File: config.mk
export PLATFORM = sky130hd
export DESIGN_NAME = hitwin_digitizer
export DESIGN_NICKNAME = d
export VERILOG_FILES = /design/src/rtl/hitwin_pkg.sv /design/src/rtl/hitwin_bin_ctr.sv /design/src/rtl/hitwin_chan_bank.sv /design/src/rtl/hitwin_pick.sv /design/src/rtl/hitwin_fifo.sv /design/src/rtl/hitwin_digitizer.sv
export SDC_FILE = /design/constraint.sdc
export NUM_CORES = 1
export LEC_CHECK = 0
export ABC_AREA = 1
export CAP_MARGIN = 25
export CORE_MARGIN = 2
export CORE_UTILIZATION = 50
export CTS_CLUSTER_SIZE = 8
export DETAILED_ROUTE_END_ITERATION = 12
export PLACE_DENSITY = 0.78
export SLEW_MARGIN = 0
export SYNTH_ARGS = -nofsm -noshare
export SYNTH_HDL_FRONTEND = slang
export SYNTH_HIERARCHICAL = 1
export SYNTH_SLANG_ARGS = --single-unit
File: constraint.sdc
create_clock -name clk -period 5.7 [get_ports clk]
set_input_delay 1.71 -clock clk [delete_from_list [all_inputs] [get_ports clk]]
set_output_delay 1.71 -clock clk [all_outputs]
set_load 0.01 [all_outputs]
File: src/rtl/hitwin_pkg.sv
package hitwin_pkg;
  localparam int unsigned NUM_CH   = 32;
  localparam int unsigned NUM_BINS = 44;
  localparam int unsigned BIN_W    = $clog2(NUM_BINS);

  // inclusive acceptance window test
  function automatic logic bin_in_window(input logic [BIN_W-1:0] b,
                                         input logic [BIN_W-1:0] lo,
                                         input logic [BIN_W-1:0] hi);
    return (lo <= b) && (b <= hi);
  endfunction

  // next fine bin: restart or wrap to 0, otherwise step by one
  function automatic logic [BIN_W-1:0] bin_advance(input logic [BIN_W-1:0] b,
                                                   input logic restart,
                                                   input logic [BIN_W-1:0] last);
    if (restart || b == last) return '0;
    return b + 1'b1;
  endfunction
endpackage

File: src/rtl/hitwin_bin_ctr.sv
module hitwin_bin_ctr
  import hitwin_pkg::*;
#(
  parameter int unsigned NBINS = NUM_BINS
) (
  input  logic             clk,
  input  logic             rst_n,
  input  logic             xing_start,
  output logic [BIN_W-1:0] bin,
  output logic             xing_last
);
  localparam logic [BIN_W-1:0] LAST_BIN = BIN_W'(NBINS - 1);

  assign xing_last = xing_start || (bin == LAST_BIN);

  always_ff @(posedge clk) begin
    if (!rst_n) bin <= '0;
    else        bin <= bin_advance(bin, xing_start, LAST_BIN);
  end
endmodule

File: src/rtl/hitwin_chan_bank.sv
module hitwin_chan_bank
  import hitwin_pkg::*;
#(
  parameter int unsigned NCH = NUM_CH
) (
  input  logic                 clk,
  input  logic                 rst_n,
  input  logic [NCH-1:0]       src,
  input  logic [NCH-1:0]       mask,
  input  logic [NCH*BIN_W-1:0] lo_flat,
  input  logic [NCH*BIN_W-1:0] hi_flat,
  input  logic [BIN_W-1:0]     bin,
  input  logic                 xing_last,
  input  logic [NCH-1:0]       grant,
  output logic [NCH-1:0]       pend,
  output logic [NCH*BIN_W-1:0] pend_bin,
  output logic [NCH-1:0]       accept,
  output logic                 lost
);
  logic [NCH-1:0] clash;

  for (genvar g = 0; g < NCH; g++) begin : g_ch
    logic prev_lvl;
    logic seen;
    logic rise_seen;

    assign rise_seen = src[g] & ~prev_lvl;
    assign accept[g] = rise_seen & ~seen & ~mask[g] &
                       bin_in_window(bin, lo_flat[g*BIN_W +: BIN_W], hi_flat[g*BIN_W +: BIN_W]);
    assign clash[g]  = accept[g] & pend[g] & ~grant[g];

    always_ff @(posedge clk) begin
      if (!rst_n) begin
        prev_lvl                  <= 1'b0;
        seen                      <= 1'b0;
        pend[g]                   <= 1'b0;
        pend_bin[g*BIN_W +: BIN_W] <= '0;
      end else begin
        prev_lvl <= src[g];
        if (xing_last)      seen <= 1'b0;
        else if (rise_seen) seen <= 1'b1;
        if (accept[g] && !clash[g]) begin
          pend[g]                    <= 1'b1;
          pend_bin[g*BIN_W +: BIN_W] <= bin;
        end else if (grant[g]) begin
          pend[g] <= 1'b0;
        end
      end
    end
  end

  assign lost = |clash;
endmodule

File: src/rtl/hitwin_pick.sv
module hitwin_pick #(
  parameter int unsigned NCH   = 32,
  localparam int unsigned IDX_W = $clog2(NCH)
) (
  input  logic [NCH-1:0]   req,
  input  logic             en,
  output logic [NCH-1:0]   grant,
  output logic [IDX_W-1:0] idx
);
  always_comb begin
    logic found;
    found = 1'b0;
    idx   = '0;
    grant = '0;
    for (int i = 0; i < NCH; i++) begin
      if (req[i] && !found) begin
        found = 1'b1;
        idx   = IDX_W'(i);
      end
    end
    if (en && found) grant[idx] = 1'b1;
  end
endmodule

File: src/rtl/hitwin_fifo.sv
module hitwin_fifo #(
  parameter int unsigned W     = 11,
  parameter int unsigned DEPTH = 16,
  localparam int unsigned AW   = $clog2(DEPTH)
) (
  input  logic         clk,
  input  logic         rst_n,
  input  logic         wr_en,
  input  logic [W-1:0] wr_data,
  output logic         full,
  input  logic         rd_en,
  output logic [W-1:0] rd_data,
  output logic         not_empty
);
  logic [W-1:0]  mem [DEPTH];
  logic [AW-1:0] wp, rp;
  logic [AW:0]   count;
  logic          do_wr, do_rd;

  assign full      = (count == (AW+1)'(DEPTH));
  assign not_empty = (count != '0);
  assign do_wr     = wr_en && !full;
  assign do_rd     = rd_en && not_empty;
  assign rd_data   = mem[rp];

  always_ff @(posedge clk) begin
    if (!rst_n) begin
      wp    <= '0;
      rp    <= '0;
      count <= '0;
    end else begin
      if (do_wr) wp <= wp + 1'b1;
      if (do_rd) rp <= rp + 1'b1;
      count <= count + (AW+1)'(do_wr) - (AW+1)'(do_rd);
    end
  end

  always_ff @(posedge clk) begin
    if (do_wr) mem[wp] <= wr_data;
  end
endmodule

File: src/rtl/hitwin_digitizer.sv
module hitwin_digitizer
  import hitwin_pkg::*;
#(
  parameter int unsigned NCH        = NUM_CH,
  parameter int unsigned NBINS      = NUM_BINS,
  parameter int unsigned FIFO_DEPTH = 16,
  localparam int unsigned CW        = $clog2(NCH)
) (
  input  logic                 clk,
  input  logic                 rst_n,
  input  logic                 xing_start,
  input  logic [NCH-1:0]       disc,
  input  logic [NCH-1:0]       mask,
  input  logic [NCH*BIN_W-1:0] win_lo,
  input  logic [NCH*BIN_W-1:0] win_hi,
  input  logic                 tp_en,
  input  logic [BIN_W-1:0]     tp_bin,
  output logic [BIN_W-1:0]     bin_now,
  output logic                 rec_valid,
  input  logic                 rec_ready,
  output logic [CW-1:0]        rec_chan,
  output logic [BIN_W-1:0]     rec_bin,
  output logic                 overflow
);
  localparam int unsigned REC_W = CW + BIN_W;

  logic                 xing_last;
  logic                 tp_fire;
  logic [NCH-1:0]       src;
  logic [NCH-1:0]       pend, accept, grant;
  logic [NCH*BIN_W-1:0] pend_bin;
  logic                 lost;
  logic [CW-1:0]        pick_idx;
  logic                 fifo_full, fifo_wr;
  logic [REC_W-1:0]     wr_rec, rd_rec;

  hitwin_bin_ctr #(.NBINS(NBINS)) u_bins (
    .clk(clk), .rst_n(rst_n), .xing_start(xing_start),
    .bin(bin_now), .xing_last(xing_last)
  );

  assign tp_fire = tp_en && (bin_now == tp_bin);
  assign src     = disc | {NCH{tp_fire}};

  hitwin_chan_bank #(.NCH(NCH)) u_bank (
    .clk(clk), .rst_n(rst_n), .src(src), .mask(mask),
    .lo_flat(win_lo), .hi_flat(win_hi), .bin(bin_now), .xing_last(xing_last),
    .grant(grant), .pend(pend), .pend_bin(pend_bin), .accept(accept), .lost(lost)
  );

  hitwin_pick #(.NCH(NCH)) u_pick (
    .req(pend), .en(!fifo_full), .grant(grant), .idx(pick_idx)
  );

  assign fifo_wr = |grant;
  assign wr_rec  = {pick_idx, pend_bin[pick_idx*BIN_W +: BIN_W]};

  hitwin_fifo #(.W(REC_W), .DEPTH(FIFO_DEPTH)) u_fifo (
    .clk(clk), .rst_n(rst_n), .wr_en(fifo_wr), .wr_data(wr_rec), .full(fifo_full),
    .rd_en(rec_ready), .rd_data(rd_rec), .not_empty(rec_valid)
  );

  assign rec_chan = rd_rec[REC_W-1 -: CW];
  assign rec_bin  = rd_rec[BIN_W-1:0];

  always_ff @(posedge clk) begin
    if (!rst_n) overflow <= 1'b0;
    else if (lost || (|pend && fifo_full)) overflow <= 1'b1;
  end
endmodule

==> out/qor.yml <==
clock_skew_ns: 0.0303
grt_overflow: 0
numPortBuffers: 477
vdd_ir_drop_max_uv: 257
postCtsSetupRepairBufs: 0
fin_crit_ns: 5.12
crit_arrival_ns: 5.44
hold_viol: 0
grt_usage_pct: 30.0
cts_tree: "yes"
worst_r2r_path_depth: 27
dieArea_mm2: 0.0670
htreeDepth: 3
worst_pin_slew_ns: 1.01
p_leak_nw: 19.4
holdPathStages: 2
ios: 478
syn_inst: 4378
mappedNetlistArea_mm2: 0.0325
first_pass_iters: 6
syn_area_per_cell_um2: 7.42
critPathMaxFanout: 66
dp_hpwl_mm: 74.6
ant_nets: 0
viasPerCell: 5.35
clockBufferDepth: 3
finalCritPeriodShare_pct: 89.8
antenna_found_initial: 18
p_per_area_mw_per_mm2: 285
drive_gt1_share_pct: 6.06
rsz0062_at_grt: "false"
hold_buffers: 0
grt_max_degree: 92
dieWidth_um: 259
startpoint_type: "flip-flop"
drv_slew: 0
die_h_um: 259
root_buffer: "clkbuf_16"
route.vias.total: 30618
areaGrowthSynthToFinish_pct: 23.0
worst_skew_pair.late_latency_ns: 0.62
final_cells: 5723
relSlewSlack_pct: 32.6
cts.sinks: 488
cts.clk_slew.worst_paths_ns: 0.06
hp-class: "reg2reg"
fin_util_pct: 62.1
grt_pass1_wl_mm: 158
place_congestion: 0.958
drt-initial-drc-count: 2367
cap_violations: 0
rows: 93
postCtsResizedCells: 0
fin_tns_setup_ns: 0
drc: 0
run_status: "completed"
critPathKind: "reg2reg"
wire_per_inst_um: 17.8
cts_buffers: 71
finalWirelength_mm: 102
dp_cells: 5606
cp-end-kind: "flip-flop"
start_util_pct: 50.5
required_ns: 6.02
synth_nets: 5234
hold_slack_ns: 0.472
grt_pass1_vias: 29644
nNetsFinal: 5684
core_area_mm2: 0.0643
setup_viol: 0
reg2reg_setup_slack_ns: 0.58
fmax_mhz: 195
yosys_warnings: 6
metal layers:
layer / global-route usage, % / part of all wire (%)
met1: 35.8 / 40
met2: 52.4 / 48
met3: 5.95 / 7.6
met4: 12.9 / 4.3
met5: 0 / 0.013
stage by stage:
step                setup WS, ns  total power [W]  instance area (um2)
floorplan                   1.18          0.00635                32500
global placement           0.658          0.00746                37800
detailed placement         0.630          0.00755                37900
CTS                        0.579           0.0114                39900
global route              0.0400           0.0120                40000
finish                     0.579           0.0114                40000
layout make-up:
class | instances | area (um2)
Fill cell | 5508 | 24400
Timing Repair Buffer | 536 | 5250
Clock buffer | 91 | 1870
Inverter | 720 | 2710
Tap cell | 855 | 1070
Clock inverter | 7 | 141
Multi-Input combinational cell | 3011 | 17300
Sequential cell | 488 | 11500
Antenna cell | 15 | 37.5
report_power, final:
part / internal [W] / switching, W / total (W) / leakage, nW
Clock: 0.00230 / 0.00154 / 0.00385 / 0.970
Sequential: 0.00406 / 0.000107 / 0.00417 / 4.16
Combinational: 0.00122 / 0.00217 / 0.00339 / 14.3
critical path: stages, from the launching register on:
cell and delay, ns:
dfxtp_1 0.39, nor2_4 0.17, nand4_1 0.14, nor2_2 0.14, nand4_2 0.11, nor2_2 0.14, nand4_2 0.11, nor2_2 0.15
nand4_2 0.11, nor2_2 0.13, nand4_2 0.10, nor2_2 0.14, nand4_2 0.13, nor2_4 0.15, nand3_2 0.11, nor2_4 0.11
nand3_2 0.10, nand2_4 0.13, buf_4 0.48, buf_4 0.66, nand2_1 0.12, nand3_1 0.12, nand3_1 0.08, nand2_1 0.12
nand2_1 0.06, nand2_1 0.11, nand2_1 0.06, nand2_1 0.42
path summary, 6_finish.rpt:
path                                to            startpoint
hold / removal    u_bank/g_ch[27].seen  u_bank/g_ch[27].seen
setup reg to reg     u_fifo/mem[13][5]        u_bank/pend[3]
hold reg to reg   u_bank/g_ch[27].seen  u_bank/g_ch[27].seen
setup / recovery     u_fifo/mem[13][5]        u_bank/pend[3]
cells in the final DEF, fill, tap and decap left out, drive strengths merged, types with 2 or more instances in the layout:
| cell type | count |
|---|---|
| nand2 | 1077 |
| inv | 721 |
| clkdlybuf4s50 | 476 |
| nand3 | 463 |
| ha | 396 |
| a21oi | 334 |
| dfxtp | 312 |
| nor2 | 290 |
| o21ai | 225 |
| edfxtp | 176 |
| clkbuf | 91 |
| buf | 60 |
| o21bai | 59 |
| nand4 | 52 |
| nor3 | 44 |
| o21a | 27 |
| diode | 15 |
| nor3b | 13 |
| nor4 | 9 |
| xor2 | 6 |
| clkinv | 6 |
| or2 | 3 |
| o211ai | 3 |
| a21boi | 3 |
| xnor2 | 2 |
state kept, by name (all words and copies together) (netlist names), named ones only:
name	count
u_bins/bin	6
u_fifo/wp	4
u_fifo/rp	4
u_fifo/count	5
u_bank/g_ch.prev_lvl	32
u_fifo/mem	176
overflow	1
u_bank/pend	32
u_bank/pend_bin	192
u_bank/g_ch.seen	32
Note: power is estimated with default switching activity, not from simulation.
